===== src/rtl/udc_pkg.sv =====
package udc_pkg;

  typedef enum logic [2:0] {
    ACT_HOLD  = 3'd0,
    ACT_CLEAR = 3'd1,
    ACT_LOAD  = 3'd2,
    ACT_INC   = 3'd3,
    ACT_DEC   = 3'd4
  } udc_act_t;

  localparam int unsigned UDC_NUM_STB = 2;
  localparam int unsigned UDC_IDX_UP  = 0;
  localparam int unsigned UDC_IDX_DN  = 1;

endpackage


===== src/rtl/udc_edge_track.sv =====
module udc_edge_track #(
  parameter bit IDLE_LEVEL = 1'b1
) (
  input  logic clk,
  input  logic rst_n,
  input  logic stb,
  output logic rise
);

  logic stb_q;

  // The previous sample follows the strobe every cycle, clear and load included.
  always_ff @(posedge clk or negedge rst_n) begin
    if (!rst_n) begin
      stb_q <= IDLE_LEVEL;
    end else begin
      stb_q <= stb;
    end
  end

  assign rise = stb & ~stb_q;

endmodule


===== src/rtl/udc_action_decode.sv =====
module udc_action_decode
  import udc_pkg::*;
(
  input  logic     clr,
  input  logic     load_n,
  input  logic     up_stb,
  input  logic     dn_stb,
  input  logic     up_rise,
  input  logic     dn_rise,
  output udc_act_t act
);

  logic up_ok;
  logic dn_ok;

  // A strobe counts only while the other strobe rests high and has not just risen.
  assign up_ok = up_rise & dn_stb & ~dn_rise;
  assign dn_ok = dn_rise & up_stb & ~up_rise;

  always_comb begin
    if (clr) begin
      act = ACT_CLEAR;
    end else if (!load_n) begin
      act = ACT_LOAD;
    end else if (up_ok) begin
      act = ACT_INC;
    end else if (dn_ok) begin
      act = ACT_DEC;
    end else begin
      act = ACT_HOLD;
    end
  end

endmodule


===== src/rtl/udc_value_reg.sv =====
module udc_value_reg
  import udc_pkg::*;
#(
  parameter int unsigned WIDTH = 4
) (
  input  logic             clk,
  input  logic             rst_n,
  input  udc_act_t         act,
  input  logic [WIDTH-1:0] din,
  output logic [WIDTH-1:0] q
);

  localparam logic [WIDTH-1:0] ONE = WIDTH'(1);

  logic [WIDTH-1:0] q_nxt;

  always_comb begin
    case (act)
      ACT_CLEAR: q_nxt = '0;
      ACT_LOAD:  q_nxt = din;
      ACT_INC:   q_nxt = q + ONE;
      ACT_DEC:   q_nxt = q - ONE;
      default:   q_nxt = q;
    endcase
  end

  always_ff @(posedge clk or negedge rst_n) begin
    if (!rst_n) begin
      q <= '0;
    end else begin
      q <= q_nxt;
    end
  end

endmodule


===== src/rtl/udc_term_detect.sv =====
module udc_term_detect #(
  parameter int unsigned WIDTH = 4
) (
  input  logic [WIDTH-1:0] q,
  input  logic             up_stb,
  input  logic             dn_stb,
  output logic             up_tc_n,
  output logic             dn_tc_n
);

  localparam logic [WIDTH-1:0] TOP_VAL = '1;
  localparam logic [WIDTH-1:0] BOT_VAL = '0;

  logic at_top;
  logic at_bot;

  assign at_top  = (q == TOP_VAL);
  assign at_bot  = (q == BOT_VAL);
  assign up_tc_n = ~(at_top & ~up_stb);
  assign dn_tc_n = ~(at_bot & ~dn_stb);

endmodule


===== src/rtl/udc_counter.sv =====
module udc_counter
  import udc_pkg::*;
#(
  parameter int unsigned WIDTH = 4
) (
  input  logic             clk,
  input  logic             rst_n,
  input  logic             up_stb,
  input  logic             dn_stb,
  input  logic             clr,
  input  logic             load_n,
  input  logic [WIDTH-1:0] din,
  output logic [WIDTH-1:0] q,
  output logic             up_tc_n,
  output logic             dn_tc_n
);

  logic [UDC_NUM_STB-1:0] stb_vec;
  logic [UDC_NUM_STB-1:0] rise_vec;
  udc_act_t               act;

  assign stb_vec[UDC_IDX_UP] = up_stb;
  assign stb_vec[UDC_IDX_DN] = dn_stb;

  for (genvar g = 0; g < UDC_NUM_STB; g++) begin : g_edge
    udc_edge_track #(.IDLE_LEVEL(1'b1)) u_edge (
      .clk   (clk),
      .rst_n (rst_n),
      .stb   (stb_vec[g]),
      .rise  (rise_vec[g])
    );
  end

  udc_action_decode u_dec (
    .clr     (clr),
    .load_n  (load_n),
    .up_stb  (up_stb),
    .dn_stb  (dn_stb),
    .up_rise (rise_vec[UDC_IDX_UP]),
    .dn_rise (rise_vec[UDC_IDX_DN]),
    .act     (act)
  );

  udc_value_reg #(.WIDTH(WIDTH)) u_val (
    .clk   (clk),
    .rst_n (rst_n),
    .act   (act),
    .din   (din),
    .q     (q)
  );

  udc_term_detect #(.WIDTH(WIDTH)) u_term (
    .q       (q),
    .up_stb  (up_stb),
    .dn_stb  (dn_stb),
    .up_tc_n (up_tc_n),
    .dn_tc_n (dn_tc_n)
  );

endmodule


===== config.mk =====
export PLATFORM = sky130hd
export DESIGN_NAME = udc_counter
export DESIGN_NICKNAME = d
export VERILOG_FILES = /design/src/rtl/udc_pkg.sv /design/src/rtl/udc_edge_track.sv /design/src/rtl/udc_action_decode.sv /design/src/rtl/udc_value_reg.sv /design/src/rtl/udc_term_detect.sv /design/src/rtl/udc_counter.sv
export SDC_FILE = /design/constraint.sdc
export NUM_CORES = 1
export LEC_CHECK = 0
export ABC_AREA = 0
export BUFFER_PORTS_ARGS = -buffer_cell sky130_fd_sc_hd__buf_4
export CAP_MARGIN = 15
export CORE_AREA = 2 2 39 41
export CTS_BUF_LIST = sky130_fd_sc_hd__clkbuf_8
export CTS_CLUSTER_DIAMETER = 50
export DETAILED_ROUTE_END_ITERATION = 8
export DIE_AREA = 0 0 41 43
export HOLD_SLACK_MARGIN = 0.12
export RECOVER_POWER = 25
export SYNTH_ARGS = -nofsm -noshare
export SYNTH_HDL_FRONTEND = slang
export SYNTH_SLANG_ARGS = --single-unit

===== constraint.sdc =====
create_clock -name clk -period 2.05 [get_ports clk]
set_clock_uncertainty 0.05 [all_clocks]
set_input_delay 0.3075 -clock clk [delete_from_list [all_inputs] [get_ports clk]]
set_output_delay 0.3075 -clock clk [all_outputs]
set_load 0.02 [all_outputs]

* After elaboration in Yosys (flattened, before gate mapping) *
Index checks and enable logic that the tools add are counted.

word-level totals
  register bits after elaboration = 6
  bits of input ports = 10
  output and inout port bits = 6
  word-level logic and storage cells = 33

cells by class
  $add $sub $neg = 2
  equality and inequality tests = 5
  multiplexer cells = 5
  bitwise operators = 16
  reduce and logical (&&, ||, !) cells = 2

operators by type and width
  cell                   count
  $pmux W4 S4            1
  $mux W3                4
  $and A1 B1 Y1          8
  $not A1 Y1             8
  $eq A3 B2 Y1 const B   2
  $add A4 B1 Y4 const B  1
  $eq A4 B4 Y1 const B   1
  $logic_not A4 Y1       1
  $reduce_bool A4 Y1     1
  $sub A4 B1 Y4 const B  1
  $eq A3 B1 Y1 const B   1
  $eq A3 B3 Y1 const B   1

* Depth between registers and ports, before layout *
Gate-level depths: netlist (run 1).

  depth in word-level cells = 10
  depth in mapped cells = 8

* By module *
From an unflattened synthesis (run 1), not the netlist that was laid out.

second synthesis, totals
  cell total of the unflattened synthesis = 63
  area total of the unflattened synthesis = 571.8 µm²

modules (own cells, without submodules)
  module             times used  cells an instance  area each (µm²)  seq. area each (µm²)
  udc_value_reg      1           48                 422.9            100.1
  udc_edge_track     2           2                  40.0             26.3
  udc_action_decode  1           6                  43.8             0.0
  udc_term_detect    1           5                  25.0             0.0

* Worst setup path before layout (run 1) *
Ideal clock, no wire load.

  path kind = input port to flip-flop
  start point = input port load_n
  end point = register u_val.q[3]
  library setup time = 128 ps
  arrival time = 1710 ps
  slack = 162 ps
  cell stages on the path = 8
  path through = buf_6 -> and4b_4 -> and3b_4 -> ha_1 -> a21o_1 -> a21oi_4 -> mux2i_1 -> a22oi_1

on the way
  longest elaborated chain between the ends = 4
  elaborated cells between the ends (all ways) = 8
  those cells by class = eq/ne: 4; mux: 3; reduce/logical: 1

ends and longest elaborated chain
  what                                                      RTL line                 source
  from (decl)                                               udc_counter.sv:11        input logic load_n,
  $mux W3 *                                                 udc_action_decode.sv:23  end else if (!load_n) begin
  $mux W3 *                                                 udc_action_decode.sv:21  if (clr) begin
  $eq A3 B3 Y1, or another cell as far along                udc_value_reg.sv:18      case (act)
  $pmux W4 S4 / $reduce_bool A4 Y1 (equally long branches)  n/a
  to (signal assigned)                                      udc_value_reg.sv:31      q <= q_nxt;
  to (decl)                                                 udc_value_reg.sv:10      output logic [WIDTH-1:0] q

Every way passes the cells marked *; elsewhere a longest branch is shown, timed or not.
A chain may end at the register's enable or synchronous reset.

* Final worst setup path (run 1) *
  start point = register g_edge[1].u_edge.stb_q
  end point = register u_val.q[3]

on the way
  longest elaborated chain between the ends = 10
  elaborated cells between the ends (all ways) = 16
  those cells by class = eq/ne: 4; mux: 5; bitwise: 6; reduce/logical: 1

ends and longest elaborated chain
  what                                                      RTL line                 source
  from (decl)                                               udc_edge_track.sv:10     logic stb_q;
  from (signal assigned)                                    udc_edge_track.sv:17     stb_q <= stb;
  $not A1 Y1 *                                              udc_edge_track.sv:21     assign rise = stb & ~stb_q;
  $and A1 B1 Y1 *                                           udc_edge_track.sv:21
  $and A1 B1 Y1 (2 in a row)                                udc_action_decode.sv:18  assign dn_ok = dn_rise & up_stb & ~up_rise;
  $mux W3                                                   udc_action_decode.sv:27  end else if (dn_ok) begin
  $mux W3 *                                                 udc_action_decode.sv:25  end else if (up_ok) begin
  $mux W3 *                                                 udc_action_decode.sv:23
  $mux W3 *                                                 udc_action_decode.sv:21
  $eq A3 B3 Y1, or another cell as far along                udc_value_reg.sv:18
  $pmux W4 S4 / $reduce_bool A4 Y1 (equally long branches)  n/a

Marked as above.

==> impl_metrics.py, run 1 <==
metrics = {
    "hold_path": {
        "hold_path_class": "in2reg",
    },
    "clock_tree": {
        "cts_setup_buffers": 0,
        "h-tree-depth": 1,
        "cts_tree": "yes",
        "numClockSinks": 6,
        "root_buffer": "sky130_fd_sc_hd__clkbuf_8",
        "cts_made_buffers": 3,
        "clk_path_buf_depth": 2,
        "clock_latency_ns": 0.22,
        "cts.clk_slew.worst_paths_ns": 0.04,
        "cts_resized": 0,
    },
    "setup_path": {
        "cp-end-kind": "flip-flop",
        "critical_path.startpoint_type": "flip-flop",
        "critical_path_class": "reg2reg",
        "critical_path_arrival_ns": 1.91,
        "cp_max_fo": 3,
        "reg2reg_setup_slack_ns": 0.19,
        "critical_path_required_ns": 2.10,
    },
    "die": {
        "die_y_um": 43,
        "die_width_um": 41,
        "dieArea_um2": 1760,
        "core_area_um2": 1380,
        "pin_count": 16,
        "number_of_core_rows": 14,
        "effective_utilization_at_floorplan_pct": 32.4,
    },
    "yosys": {
        "synthesized_area_per_cell_um2": 10.2,
        "synth_cell_types": 27,
        "synthSimpleGateAreaFrac_pct": 24.9,
        "synthArstFlopShare_pct": 100,
        "post-synth-top-area-fraction_pct": 22.3,
        "synthesis.instances": 44,
        "complex_gate_fraction_of_the_synthesized_area_pct": 22.3,
        "synth-adder-area-share_pct": 10.1,
        "postSynthRegisterBits": 6,
        "ys_dominant_reg_cell": "sky130_fd_sc_hd__dfrtp_1",
        "largest_family_of_logic_cells_by_synthesized_area": "simple AND/OR/NAND/NOR gates",
        "synthXorXnorAreaFrac_pct": 3.91,
        "synth_edf_count": 0,
        "synth.yosys.seq_area_share_pct": 34.1,
        "syn-cell-area_um2": 448,
        "synth.net_count": 57,
        "muxShareOfSynthArea_pct": 2.23,
        "synth_top_cells_by_area": "sky130_fd_sc_hd__dfrtp_1, sky130_fd_sc_hd__dfstp_2, sky130_fd_sc_hd__ha_1",
        "synth_largest_area_cell": "sky130_fd_sc_hd__dfrtp_1",
        "synth.yosys.warnings": 0,
    },
    "run_status": {
        "outcome": "complete, no violations",
    },
    "grt": {
        "grt_first_pass_wirelength_um": 1930,
        "total_routing_usage_reported_by_global_routing_pct": 16.3,
        "grt_overflow_total": 0,
        "first_global_vias": 413,
        "antenna_found_initial": 0,
        "grt_max_degree": 11,
    },
    "finish": {
        "final_common_cell": "sky130_fd_sc_hd__buf_4",
        "final_net_count": 80,
        "antenna-diode-count": 0,
        "fillers": 139,
        "mostFrequentLayoutCells": "sky130_fd_sc_hd__buf_4, sky130_fd_sc_hd__dfrtp_1",
        "syn_to_final_growth_pct": 41.9,
        "final_layout_size_suffix_gt1_share_pct": 36.4,
    },
    "power": {
        "power_leakage_uw": 0.000312,
        "ir_drop_mv": 0.423,
        "power_density_nw_per_um2": 788,
        "design_power_total_uw": 501,
    },
    "routing": {
        "detail_route.wirelength_um": 1160,
        "drt_drc_violations_left": 0,
        "drtPass1Iterations": 4,
        "antenna_violating_nets_post_route": 0,
        "route.detailed.vias_per_inst": 5.41,
        "count_of_vias_placed_by_the_detailed_router": 444,
        "drt-initial-drc-count": 13,
        "detail_route.wl_per_cell_um": 14.2,
    },
    "timing": {
        "rsz0062_at_grt": "no",
        "tightestPinTransition_ns": 0.352,
        "hold_viol_final": 0,
        "layout_worst_path_cycle_share_pct": 91.0,
        "fin_setup_tns_ns": 0,
        "timing.final.setup_violations": 0,
        "slew_violations": 0,
        "max_freq_mhz": 536,
        "maxSlewHeadroom_pct": 76.5,
        "layout_min_cycle_time_ns": 1.86,
    },
    "place": {
        "port-buffer-count": 15,
        "post-dp-hpwl_um": 852,
        "gpl.final_weighted_congestion": 0.729,
    },
    "job": {
        "max-cap-violations": 0,
    },
}
## worst max-delay path, stage by stage (launching register included)
cell and delay (ns):
sky130_fd_sc_hd__dfstp_2 0.54, sky130_fd_sc_hd__and3b_4 0.22, sky130_fd_sc_hd__ha_1 0.27, sky130_fd_sc_hd__a21o_1 0.18, sky130_fd_sc_hd__a21oi_4 0.18, sky130_fd_sc_hd__mux2i_1 0.20, sky130_fd_sc_hd__a22oi_1 0.10
## path summary, 6_finish.rpt
path | start | endpoint | cells after the start
setup / recovery | g_edge[1].u_edge.stb_q | u_val.q[3] | 6
hold / removal | up_stb | g_edge[0].u_edge.stb_q | 1
setup reg to reg | g_edge[1].u_edge.stb_q | u_val.q[3] | 6
hold reg to reg | g_edge[1].u_edge.stb_q | u_val.q[3] | 2
max in group asynchronous | rst_n | g_edge[0].u_edge.stb_q | 2
min in group asynchronous | rst_n | u_val.q[0] | 2
## registers in the layout, indices dropped and copies added (netlist names)
| signal | count |
|---|---|
| u_val.q | 4 |
| g_edge.u_edge.stb_q | 2 |
## per-layer routing
layer / track usage [%] / vias to the layer above / part of all wire [%]
li1: - / 210 / -
met1: 22.9 / 213 / 45
met2: 23.1 / 19 / 48
met3: 7.85 / 2 / 6.5
met4: 2.00 / 0 / 0.86
met5: 0 / - / 0
## what timing repair did
item                       in CTS  in global routing
hold endpoints to repair        6                  0
setup endpoints to repair       0                  0
hold buffers                    1                  0
## kinds of logic (layout without fill, tap and decap cells)
kind of cell,after synthesis,after routing
compound gates,13,13
xor+xnor,2,2
fa+ha+maj,3,3
buf+inv,1,23
flops,6,6
mux,1,1
simple gates,18,18
## metrics by stage
step	setup WS (ns)	hold WS [ns]	cells	cell area, um2	util [%]
floorplan	0.162	-0.0381	44	448	-
global placement	0.0890	0.0708	77	592	42.8
detailed placement	0.0409	0.0726	77	592	42.8
CTS	0.180	0.167	82	647	46.7
global route	0.0569	0.184	82	636	45.9
finish	0.185	0.182	82	636	45.9
## synthesized netlist by cell type (2+ instances only)
cell                      number
sky130_fd_sc_hd__nor2_1        3
sky130_fd_sc_hd__ha_1          2
sky130_fd_sc_hd__dfstp_2       2
sky130_fd_sc_hd__and2b_1       3
sky130_fd_sc_hd__a31oi_1       3
sky130_fd_sc_hd__dfrtp_1       4
sky130_fd_sc_hd__o22ai_1       2
sky130_fd_sc_hd__nand2_1       3
sky130_fd_sc_hd__a21o_1        2
sky130_fd_sc_hd__nand3_1       3
## layout make-up
cell class / instances / area (um2) / share of cell area (%)
well taps: 16 / 20.0 / 3.15
repair buffers: 19 / 134 / 21.1
multi-input cells: 37 / 284 / 44.7
clock buffers: 3 / 41.3 / 6.50
clock inverters: 1 / 3.75 / 0.591
flip-flops and latches: 6 / 153 / 24.0
## power breakdown
group          internal, uW  total (uW)  switching, uW
Combinational          75.0         151           76.4
Sequential              136         164           27.8
Clock                   129         186           56.4
Total                   340         501            161
Note: power is estimated with default switching activity, not from simulation.
==> run 2: changes to the inputs <==
Settings changed: PLACE_DENSITY set to 0.59, RECOVER_POWER 25 to 100.
==> run 2 against run 1 <==
Combinational power is 12% lower. Flip-flop and latch count unchanged. Clock-buffer cell count is the same. First-iteration DRC count shrank 62%. Final area fell by 4.7%. Highest routed layer is now met3.
==> impl_metrics.py, run 2 (synthesized netlist as in run 1, its figures left out) <==
metrics = {
    "run_status": {
        "outcome": "complete, no violations",
    },
    "routing": {
        "count_of_vias_placed_by_the_detailed_router": 412,
        "detail_route.wl_per_cell_um": 12.4,
        "met3_wirelength_um": 69,
        "detail_route.wirelength_um": 1020,
        "drt_drc_violations_left": 0,
        "top_signal_layer_used": "met3",
        "route.detailed.vias_per_inst": 5.02,
        "antenna_violating_nets_post_route": 0,
        "drt-initial-drc-count": 5,
        "drtPass1Iterations": 2,
        "met2WireLength_um": 492,
        "detail_route.wirelength.met1_um": 457,
    },
    "timing": {
        "slew_violations": 0,
        "max_freq_mhz": 521,
        "tightestPinTransition_ns": 0.340,
        "hold_viol_final": 0,
        "fin_setup_tns_ns": 0,
        "timing.final.setup_violations": 0,
        "rsz0062_at_grt": "no",
        "setup_slack_ns": 0.129,
        "hold_slack_ns": 0.181,
        "layout_worst_path_cycle_share_pct": 93.7,
        "layout_min_cycle_time_ns": 1.92,
        "maxSlewHeadroom_pct": 77.2,
    },
    "power": {
        "pwr-share-clk_pct": 38.1,
        "power_leakage_uw": 0.000288,
        "internal_power_uw": 325,
        "power.net_switching_uw": 150,
        "ir_drop_mv": 0.380,
        "p_comb_share_pct": 27.9,
        "switching_share_pct": 31.5,
        "power_density_nw_per_um2": 784,
        "seq_power_share_pct": 34.0,
    },
    "die": {
        "pin_count": 16,
        "dieArea_um2": 1760,
        "die_width_um": 41,
        "core_area_um2": 1380,
        "die_y_um": 43,
        "effective_utilization_at_floorplan_pct": 32.4,
        "number_of_core_rows": 14,
    },
    "setup_path": {
        "reg2reg_setup_slack_ns": 0.13,
        "crit_path_cell_trace": "and3b_4, buf_4, ha_1, a21oi_2, mux2i_1, a22oi_1",
        "regToRegEndpoint": "u_val.q[3]",
        "timing.critical_path.buf_inv": 1,
        "critical_path_required_ns": 2.10,
        "worst_path_largest_cell_delay_ns": 0.54,
        "worst_path_max_delay_cell": "sky130_fd_sc_hd__dfstp_2",
        "critical_path.startpoint_type": "flip-flop",
        "critical_path_arrival_ns": 1.97,
        "crit-reg2reg-launch": "g_edge[1].u_edge.stb_q",
        "cp-end-kind": "flip-flop",
        "timing.critical_path.max_delay_family": "flip-flops",
        "critical_path_class": "reg2reg",
        "reg2reg_depth": 6,
        "cp_max_fo": 3,
    },
    "place": {
        "placed_cells_incl_taps": 77,
        "post-dp-hpwl_um": 816,
        "gpl.final_weighted_congestion": 0.785,
        "dp_worst_setup_slack_ns": 0.0279,
        "port-buffer-count": 15,
    },
    "finish": {
        "finish.cell_count_without_fillers": 82,
        "top_regs": "u_val.q: 4 flops, g_edge.u_edge.stb_q: 2 flops",
        "final_net_count": 80,
        "top_register": "u_val.q",
        "final_util_pct": 43.8,
        "mostFrequentLayoutCells": "sky130_fd_sc_hd__buf_4, sky130_fd_sc_hd__clkbuf_1, sky130_fd_sc_hd__dfrtp_1",
        "largest_register_ff_count": 4,
        "final_layout_size_suffix_gt1_share_pct": 27.3,
        "antenna-diode-count": 0,
        "syn_to_final_growth_pct": 35.2,
    },
    "hold_path": {
        "worst_hold_startpoint": "up_stb",
        "worst_min_delay_path_endpoint": "g_edge[0].u_edge.stb_q",
        "whs_path_depth": 1,
        "hold_path_class": "in2reg",
    },
    "clock_tree": {
        "cts_made_buffers": 3,
        "clk_path_buf_depth": 2,
        "root_buffer": "sky130_fd_sc_hd__clkbuf_8",
        "cts_tree": "yes",
        "clock_latency_ns": 0.22,
        "numClockSinks": 6,
        "h-tree-depth": 1,
        "cts_resized": 0,
        "cts.clk_slew.worst_paths_ns": 0.04,
    },
    "grt": {
        "total_routing_usage_reported_by_global_routing_pct": 14.8,
        "grt_overflow_total": 0,
        "grt_max_degree": 11,
        "first_global_vias": 408,
        "grt_first_pass_wirelength_um": 1670,
        "antenna_found_initial": 0,
    },
    "job": {
        "max-cap-violations": 0,
    },
}
==> run 2: cell types whose count changed in the layout (fill, tap and decap cells not counted) <==
cell / delta
sky130_fd_sc_hd__a21oi_2: +1
sky130_fd_sc_hd__a21oi_4: -1
sky130_fd_sc_hd__buf_4: -6
sky130_fd_sc_hd__clkbuf_1: +6
==> run 2: worst max-delay path by stage <==
| stage | start | depth (start not counted) | to | slack (ns) |
|---|---|---|---|---|
| after global routing | g_edge[1].u_edge.stb_q | 6 | u_val.q[3] | 0.03 |
| after global placement | clr | 8 | u_val.q[3] | 0.08 |
| after floorplan | load_n | 8 | u_val.q[3] | 0.16 |
| after detailed placement | clr | 8 | u_val.q[3] | 0.03 |
| final | g_edge[1].u_edge.stb_q | 6 | u_val.q[3] | 0.13 |
| after CTS | g_edge[1].u_edge.stb_q | 6 | u_val.q[3] | 0.14 |
==> run 2: layout make-up <==
type,instances,area [um2]
clock buffers,3,41.3
clock inverters,1,3.75
fillers,164,778
multi-input cells,37,277
flip-flops and latches,6,153
well taps,16,20.0
repair buffers,19,111
==> run 2: metal layers <==
metal / vias up / track usage, %
met5: - / 0
met2: 12 / 20.6
met1: 190 / 18.1
li1: 210 / -
met3: 0 / 9.95
met4: 0 / 4.00
==> run 2: power by group through the flow <==
| stage | clock (uW) | combinational (uW) | sequential [uW] |
|---|---|---|---|
| global route | 200 | 147 | 166 |
| finish | 181 | 133 | 161 |
| floorplan | 0 | 75.8 | 174 |
| detailed placement | 0 | 150 | 163 |
| global placement | 0 | 149 | 163 |
| CTS | 189 | 152 | 162 |
==> run 2: worst reg2reg max path, delay by kind of cell, from the launching register on <==
kind,cells,cell delay [ns]
simple gates,1,0.20
buf+inv,1,0.14
compound gates,2,0.31
fa+ha+maj,1,0.31
flops,1,0.54
mux,1,0.24
==> run 2: through the flow <==
| step | instance area (um2) | total power, uW |
|---|---|---|
| CTS | 647 | 503 |
| global placement | 592 | 312 |
| detailed placement | 592 | 313 |
| floorplan | 448 | 250 |
| finish | 606 | 475 |
| global route | 606 | 512 |
==> run 2: what timing repair did <==
action / CTS / global route
hold endpoints to repair: 6 / 0
buffers inserted: 0 / 0
hold buffers: 1 / 0
